File: src/rtl/fexc_pkg.sv
// Shared encodings for the fault exception controller.
// Assumes an 8-bit vector field and the proc_state codes listed in the brief.
package fexc_pkg;
    typedef enum logic [1:0] {
        SZ_BYTE = 2'd0,
        SZ_WORD = 2'd1,
        SZ_LONG = 2'd2
    } acc_size_e;

    typedef enum logic [2:0] {
        PS_RUN   = 3'd0,
        PS_BERR  = 3'd1,
        PS_AERR  = 3'd2,
        PS_RESET = 3'd3,
        PS_RTE   = 3'd4,
        PS_OTHER = 3'd5
    } pstate_e;

    localparam int VEC_W = 8;
    localparam logic [VEC_W-1:0] VEC_BERR      = 8'd2;
    localparam logic [VEC_W-1:0] VEC_AERR      = 8'd3;
    localparam logic [VEC_W-1:0] VEC_DZ        = 8'd5;
    localparam logic [VEC_W-1:0] VEC_TRACE     = 8'd9;
    localparam logic [VEC_W-1:0] VEC_TRAP_BASE = 8'd32;

    // Pending-source index; a lower index wins arbitration.
    localparam int SRC_BERR  = 0;
    localparam int SRC_AERR  = 1;
    localparam int SRC_DZ    = 2;
    localparam int SRC_TRAP  = 3;
    localparam int SRC_TRACE = 4;
    localparam int NSRC      = 5;
endpackage

File: src/rtl/fexc_align_check.sv
// Misalignment detector with two deferral slots.
// Raises a one-cycle aerr_evt for an odd fetch or odd word/long access.
// A released write holds its fault until the next boundary or access.
// An odd taken branch holds its fault until the PC is loaded.
// Assumes pc_load never arrives earlier than the branch it belongs to.
module fexc_align_check
    import fexc_pkg::*;
#(
    parameter int AW = 32
) (
    input  logic          clk,
    input  logic          rst_n,
    input  logic          kill,
    input  logic          acc_valid,
    input  logic          acc_fetch,
    input  logic          acc_released,
    input  logic [1:0]    acc_size,
    input  logic [AW-1:0] acc_addr,
    input  logic          br_valid,
    input  logic          br_taken,
    input  logic [AW-1:0] br_target,
    input  logic          pc_load,
    input  logic          insn_bound,
    output logic          aerr_evt
);
    logic dfr_q, dfr_nxt, br_pend_q, br_pend_nxt;
    logic odd_acc, imm_fault, new_dfr, dfr_fire, br_odd, br_fire;

    // Classify this cycle's access and branch, and decide which faults fire now.
    always_comb begin
        odd_acc     = acc_valid && acc_addr[0] &&
                      (acc_fetch || acc_size != SZ_BYTE);
        new_dfr     = odd_acc && acc_released && !acc_fetch;
        imm_fault   = odd_acc && !new_dfr;
        dfr_fire    = dfr_q && (insn_bound || (acc_valid && !acc_released));
        dfr_nxt     = (dfr_q && !dfr_fire) || new_dfr;
        br_odd      = br_valid && br_taken && br_target[0];
        br_fire     = pc_load && (br_pend_q || br_odd);
        br_pend_nxt = pc_load ? 1'b0 : (br_valid ? br_odd : br_pend_q);
        aerr_evt    = imm_fault || dfr_fire || br_fire;
    end

    // Hold the deferred released-write and odd-branch faults.
    always_ff @(posedge clk) begin
        if (!rst_n || kill) begin
            dfr_q     <= 1'b0;
            br_pend_q <= 1'b0;
        end else begin
            dfr_q     <= dfr_nxt;
            br_pend_q <= br_pend_nxt;
        end
    end

    // a byte operand access with nothing deferred raises no fault
    a_r1_byte_quiet: assert property (@(posedge clk) disable iff (!rst_n)
        (acc_valid && !acc_fetch && acc_size == SZ_BYTE && !dfr_q && !pc_load)
        |-> !aerr_evt);

    // a PC load always consumes any pending odd-branch fault
    a_r6_pcload_clears: assert property (@(posedge clk) disable iff (!rst_n)
        pc_load |=> !br_pend_q);
endmodule

File: src/rtl/fexc_double_fault.sv
// Double-fault detector and halt latch.
// A bus error in a critical state (bus/address/reset exception or stack reload)
// or an address fault in bus/address/reset exception sets the halt.
// Assumes proc_state is valid in the same cycle as the fault strobe.
module fexc_double_fault
    import fexc_pkg::*;
(
    input  logic       clk,
    input  logic       rst_n,
    input  logic [2:0] proc_state,
    input  logic       bus_err,
    input  logic       aerr_evt,
    output logic       halt_set,
    output logic       halted
);
    logic halted_q, berr_crit, aerr_crit;

    // Decide whether this cycle's fault hits a critical processing state.
    always_comb begin
        berr_crit = (proc_state == PS_BERR) || (proc_state == PS_AERR) ||
                    (proc_state == PS_RESET) || (proc_state == PS_RTE);
        aerr_crit = (proc_state == PS_BERR) || (proc_state == PS_AERR) ||
                    (proc_state == PS_RESET);
        halt_set  = !halted_q && ((bus_err && berr_crit) || (aerr_evt && aerr_crit));
        halted    = halted_q;
    end

    // Latch the halt; only reset releases it.
    always_ff @(posedge clk) begin
        if (!rst_n) halted_q <= 1'b0;
        else        halted_q <= halted_q || halt_set;
    end

    // the halt is sticky while reset is inactive
    a_r5_sticky_halt: assert property (@(posedge clk) disable iff (!rst_n)
        halted_q |=> halted_q);

    // a bus error in the stack-reload state always halts
    a_r3_berr_reload_halts: assert property (@(posedge clk) disable iff (!rst_n)
        (bus_err && proc_state == PS_RTE) |=> halted_q);
endmodule

File: src/rtl/fexc_arbiter.sv
// Pending-event store, trace tracker and single-request handshake.
// Collects bus, address, divide, trap and trace events and issues the
// highest-priority one as a held request until acknowledged.
// Assumes trap and trace come from the instruction between insn_start and insn_bound.
module fexc_arbiter
    import fexc_pkg::*;
#(
    parameter int TRAPW = 4,
    parameter int VW    = VEC_W
) (
    input  logic             clk,
    input  logic             rst_n,
    input  logic             kill,
    input  logic             berr_evt,
    input  logic             aerr_evt,
    input  logic             dz_evt,
    input  logic             trap_evt,
    input  logic [TRAPW-1:0] trap_num,
    input  logic             trace_en,
    input  logic             insn_start,
    input  logic             insn_bound,
    input  logic             exc_ack,
    output logic             exc_req,
    output logic [VW-1:0]    exc_vec
);
    logic [NSRC-1:0]  pend_q, pend_nxt, evt, pick;
    logic [TRAPW-1:0] tnum_q, tnum_nxt;
    logic             armed_q, armed_now, trace_evt, req_q, load;
    logic [VW-1:0]    vec_q, sel_vec;

    // Track trace for the instruction in flight and merge new events.
    always_comb begin
        armed_now = armed_q || (insn_start && trace_en);
        trace_evt = insn_bound && armed_now;
        evt       = '0;
        evt[SRC_BERR]  = berr_evt;
        evt[SRC_AERR]  = aerr_evt;
        evt[SRC_DZ]    = dz_evt;
        evt[SRC_TRAP]  = trap_evt;
        evt[SRC_TRACE] = trace_evt;
        pend_nxt  = pend_q | evt;
        tnum_nxt  = trap_evt ? trap_num : tnum_q;
        pick      = pend_nxt & (~pend_nxt + NSRC'(1));
        load      = (!req_q || exc_ack) && (|pend_nxt);
    end

    // Map the chosen source to its vector number.
    always_comb begin
        sel_vec = '0;
        for (int i = 0; i < NSRC; i++) begin
            if (pick[i]) begin
                case (i)
                    SRC_BERR: sel_vec = VEC_BERR;
                    SRC_AERR: sel_vec = VEC_AERR;
                    SRC_DZ:   sel_vec = VEC_DZ;
                    SRC_TRAP: sel_vec = VEC_TRAP_BASE + VW'(tnum_nxt);
                    default:  sel_vec = VEC_TRACE;
                endcase
            end
        end
    end

    // Store pending events and run the request/acknowledge handshake.
    always_ff @(posedge clk) begin
        if (!rst_n || kill) begin
            pend_q  <= '0;
            tnum_q  <= '0;
            armed_q <= 1'b0;
            req_q   <= 1'b0;
            vec_q   <= '0;
        end else begin
            armed_q <= armed_now && !insn_bound;
            tnum_q  <= tnum_nxt;
            if (load) begin
                req_q  <= 1'b1;
                vec_q  <= sel_vec;
                pend_q <= pend_nxt & ~pick;
            end else begin
                pend_q <= pend_nxt;
                if (exc_ack) req_q <= 1'b0;
            end
        end
    end

    assign exc_req = req_q;
    assign exc_vec = vec_q;

    // an open request holds its vector until acknowledged
    a_r10_hold_until_ack: assert property (@(posedge clk) disable iff (!rst_n)
        (exc_req && !exc_ack && !kill) |=> (exc_req && $stable(exc_vec)));

    // a halt event silences the request output
    a_r5_halt_quiet: assert property (@(posedge clk) disable iff (!rst_n)
        kill |=> !exc_req);
endmodule

File: src/rtl/fault_exc_ctrl.sv
// Top of the processor fault exception controller.
// Ties the alignment checker, the double-fault latch and the arbiter.
// Every fault or trap is suppressed once a halt is latched or being set.
// Assumes all inputs are synchronous to clk and single-cycle strobes.
module fault_exc_ctrl
    import fexc_pkg::*;
#(
    parameter int AW    = 32,
    parameter int TRAPW = 4,
    parameter int VW    = VEC_W
) (
    input  logic             clk,
    input  logic             rst_n,
    input  logic [2:0]       proc_state,
    input  logic             acc_valid,
    input  logic             acc_fetch,
    input  logic             acc_released,
    input  logic [1:0]       acc_size,
    input  logic [AW-1:0]    acc_addr,
    input  logic             bus_err,
    input  logic             br_valid,
    input  logic             br_taken,
    input  logic [AW-1:0]    br_target,
    input  logic             pc_load,
    input  logic             trap_req,
    input  logic [TRAPW-1:0] trap_num,
    input  logic             div_zero,
    input  logic             trace_en,
    input  logic             insn_start,
    input  logic             insn_bound,
    input  logic             exc_ack,
    output logic             exc_req,
    output logic [VW-1:0]    exc_vec,
    output logic             halted
);
    logic aerr_evt, halt_set, halted_q, kill;

    // Any latched or incoming halt flushes the other units.
    assign kill   = halted_q || halt_set;
    assign halted = halted_q;

    fexc_align_check #(.AW(AW)) u_align (
        .clk(clk), .rst_n(rst_n), .kill(kill),
        .acc_valid(acc_valid), .acc_fetch(acc_fetch), .acc_released(acc_released),
        .acc_size(acc_size), .acc_addr(acc_addr),
        .br_valid(br_valid), .br_taken(br_taken), .br_target(br_target),
        .pc_load(pc_load), .insn_bound(insn_bound), .aerr_evt(aerr_evt)
    );

    fexc_double_fault u_dflt (
        .clk(clk), .rst_n(rst_n), .proc_state(proc_state),
        .bus_err(bus_err), .aerr_evt(aerr_evt),
        .halt_set(halt_set), .halted(halted_q)
    );

    fexc_arbiter #(.TRAPW(TRAPW), .VW(VW)) u_arb (
        .clk(clk), .rst_n(rst_n), .kill(kill),
        .berr_evt(bus_err), .aerr_evt(aerr_evt), .dz_evt(div_zero),
        .trap_evt(trap_req), .trap_num(trap_num),
        .trace_en(trace_en), .insn_start(insn_start), .insn_bound(insn_bound),
        .exc_ack(exc_ack), .exc_req(exc_req), .exc_vec(exc_vec)
    );

    // a request always carries one of the defined vector numbers
    a_r10_vec_legal: assert property (@(posedge clk) disable iff (!rst_n)
        exc_req |-> (exc_vec == VEC_BERR || exc_vec == VEC_AERR ||
                     exc_vec == VEC_DZ   || exc_vec == VEC_TRACE ||
                     (exc_vec >= VEC_TRAP_BASE &&
                      exc_vec < VEC_TRAP_BASE + VW'(1 << TRAPW))));

    // no request is visible while halted
    a_r5_no_req_halted: assert property (@(posedge clk) disable iff (!rst_n)
        halted |-> !exc_req);
endmodule

File: config.mk
export PLATFORM = sky130hd
export DESIGN_NAME = fault_exc_ctrl
export DESIGN_NICKNAME = d
export VERILOG_FILES = /design/src/rtl/fexc_pkg.sv /design/src/rtl/fexc_align_check.sv /design/src/rtl/fexc_double_fault.sv /design/src/rtl/fexc_arbiter.sv /design/src/rtl/fault_exc_ctrl.sv
export SDC_FILE = /design/constraint.sdc
export NUM_CORES = 1
export LEC_CHECK = 0
export BUFFER_PORTS_ARGS = -buffer_cell sky130_fd_sc_hd__buf_2
export CELL_PAD_IN_SITES_DETAIL_PLACEMENT = 0
export CELL_PAD_IN_SITES_GLOBAL_PLACEMENT = 1
export CORE_ASPECT_RATIO = 0.9
export CORE_UTILIZATION = 19
export CTS_CLUSTER_SIZE = 25
export DETAILED_ROUTE_END_ITERATION = 8
export GPL_TIMING_DRIVEN = 0
export HOLD_SLACK_MARGIN = 0.08
export PLACE_DENSITY = 0.85
export SLEW_MARGIN = 15
export SYNTH_ARGS = -nofsm -noshare
export SYNTH_HDL_FRONTEND = slang
export SYNTH_SLANG_ARGS = --single-unit
File: constraint.sdc
create_clock -name clk -period 1.7 [get_ports clk]
set_clock_uncertainty 0.2 [all_clocks]
set_input_delay 0.085 -clock clk [delete_from_list [all_inputs] [get_ports clk]]
set_output_delay 0.085 -clock clk [all_outputs]
set_load 0.05 [all_outputs]
==> out/metrics.cfg <==
[timing]
setup_ws_ns = -0.01522
rsz0062_at_grt = true
drv_slew = 0
final_hold_viol_count = 0
fmax_ghz = 0.5830
finalCritPeriodShare_pct = 100.9
setup_violations = 4
post-route-min-period_ns = 1.715

[pwr]
worst_ir_drop_vdd_mv = 0.3701
cellPowerDensity_nw_per_um2 = 726.4
power_leakage_nw = 0.6400

[yosys]
ys_warn_count = 0
ys_async_sr_fraction_pct = 0
synth_ff_type = dfxtp_1
netlist_area_sq_um = 862.1
yosysTopAreaCell = dfxtp_1
synth.top_cell.area_share_pct = 44.12
synth_edf_count = 0
yosys.cell_types.count = 35
ys_seq_area_share_pct = 44.12
ys_ff_latch = 19
synth_area_leaders = dfxtp_1 44%, a21oi_1 4.1%, nor2_1 3.9%, a31oi_1 3.6%, nor3_1 3.5%
syn_inst = 99
synth.avg_cell_area_sq_um = 8.708

[clock_tree]
htree_num_levels = 1
clk_latency_ns = 0.27
tritoncts = done
cts_sinks = 19
root_buffer = clkbuf_8
clk_pin_slew_ns = 0.07
cts_made_buffers = 3
clk_path_buf_depth = 2

[finish]
multi_input_area_sq_um = 531.8
drive_above_1_share_pct = 37.28
fillers = 427
layout_commonest_cell = buf_2
final_cell_mix = 30 x buf_2, 27 x dlygate4sd3_1, 18 x dfxtp_1, 10 x buf_4, 7 x nor2_1
area_growth_pct = 80.55
final_area_sq_um = 1556
n_antenna_cell = 0
seq_area_sq_um = 381.6
final_nets = 258

[drt]
vias_per_cell = 4.210
vias = 964
drtAntennaViolNets = 0
finalWirelength_um = 2642
firstDrtPassIters = 4
wl_per_cell_um = 11.54
drtIter0Drc = 45
post-route-drc-count = 0

[place]
port_buffers = 31
globalplace.congestion = 0.7200
place_area_sq_um = 1106
dp_hpwl_um = 1558
dp_slack_ns = -0.5034

[setup_path]
critPathCaptureType = flip-flop
crit_fanout = 7
worstPathRequired_ns = 1.69
start_kind = input port
arrival_ns = 1.70
worstSetupPathType = input port to flip-flop

[status]
status = complete, but fails checks
violations = setup timing

[floorplanning]
coreArea_sq_um = 4212
initial_utilization_pct = 20.47
die_h_um = 65.90
ios = 98
fp.dieW_um = 73
die_area_sq_um = 4811
rows = 22

[worst_hold_path]
hold_path_class = input port to flip-flop

[global_routing]
antenna_found_initial = 0
grt_pass1_wl_um = 4057
grt_max_degree = 12
grt_pass1_vias = 922
grt_use_total_pct = 11.28
overflow = 0

[job]
maxCapViolCount = 0

## where the power goes
group / total, mW / switching (mW) / internal, mW
Combinational: 0.327 / 0.179 / 0.149
Clock: 0.321 / 0.158 / 0.163
Sequential: 0.482 / 0.0126 / 0.469
Total: 1.13 / 0.350 / 0.781
## flip-flops by register name, summed over array words and instances (netlist names)
| signal | count |
|---|---|
| u_dflt.halted | 1 |
| u_arb.exc_vec | 5 |
| u_arb.tnum_q | 4 |
| u_align.br_pend_q | 1 |
| u_align.dfr_q | 1 |
| u_arb.exc_req | 1 |
| u_arb.armed_q | 1 |
| u_arb.pend_q | 5 |
## worst paths after layout
kind	from	to	slack [ns]	depth (start not counted)
setup / recovery	proc_state[2]	u_arb.exc_vec[2]	-0.02	6
hold / removal	bus_err	u_arb.pend_q[2]	0.08	3
setup reg to reg	u_align.br_pend_q	u_arb.exc_vec[2]	-0.01	5
hold reg to reg	u_align.dfr_q	u_align.dfr_q	0.27	2
## what timing repair did
| item | 4_1_cts | 5_1_grt |
|---|---|---|
| endpoints found under the setup margin | 15 | 8 |
| setup buffers | 5 | 1 |
| gates resized for setup | 13 | 7 |
| pin swaps | 2 | 0 |
| hold buffers | 27 | 0 |
| endpoints found under the hold margin | 16 | 0 |
## through the flow
stage                     instances  setup TNS, ns  utilization (%)  power [mW]  hold slack (ns)
final                           229       -0.02159            36.96       1.131          0.08082
after global routing            229        -0.5146            36.96       1.189          0.08042
after CTS                       228       -0.03385            35.98       1.118          0.08222
after detailed placement        192         -6.992            26.26      0.7175          0.08567
after global placement          192         -6.311            26.26      0.7161          0.08762
after floorplan                 101        -0.9338                -      0.6463         -0.03885
## synthesized netlist by cell type, types with 2 or more instances
cell type	number
or3_1	2
nor3_1	6
a211oi_1	2
o21ai_0	4
o2bb2ai_1	2
buf_4	3
inv_1	3
a31oi_1	5
nand3_1	2
a21oi_1	7
nor2b_1	4
nand2_1	6
nor2_1	9
dfxtp_1	19
o211ai_1	2
nand2b_1	4
## cells by family (layout without fill, tap and decap cells)
group | count (synthesis) | in the layout | synth area share [%]
AND/OR/NAND/NOR | 37 | 37 | 21.77
multiplexers | 2 | 2 | 2.467
other | 1 | 3 | 0.4350
AO/OA/AOI/OAI | 31 | 31 | 25.25
XOR/XNOR | 1 | 1 | 1.016
buffers and inverters | 8 | 76 | 4.933
flip-flops | 19 | 19 | 44.12
## critical path: stages
cell and delay, ns:
buf_2 0.10, dlygate4sd3_1 0.56, nor2_1 0.06, a221o_2 0.46, a211o_1 0.28, o2bb2ai_1 0.14
## routing by layer
metal | part of all wire, % | global-route usage (%) | routed length, um | up-vias
li1 | - | - | - | 496
met1 | 45 | 13.08 | 1188 | 440
met2 | 49 | 19.44 | 1295 | 24
met3 | 4.9 | 3.659 | 130 | 4
met4 | 1.0 | 3.676 | 27 | 0
met5 | 0 | 0 | 0 | -
## area by class of cell
type / count / area share (%)
Buffer: 5 / 2.170
Clock buffer: 3 / 2.653
Clock inverter: 1 / 0.3215
Inverter: 3 / 0.7235
Multi-Input combinational cell: 74 / 34.16
Sequential cell: 19 / 24.52
Tap cell: 60 / 4.823
Timing Repair Buffer: 64 / 30.63
Power figures use the tool's default switching activity.
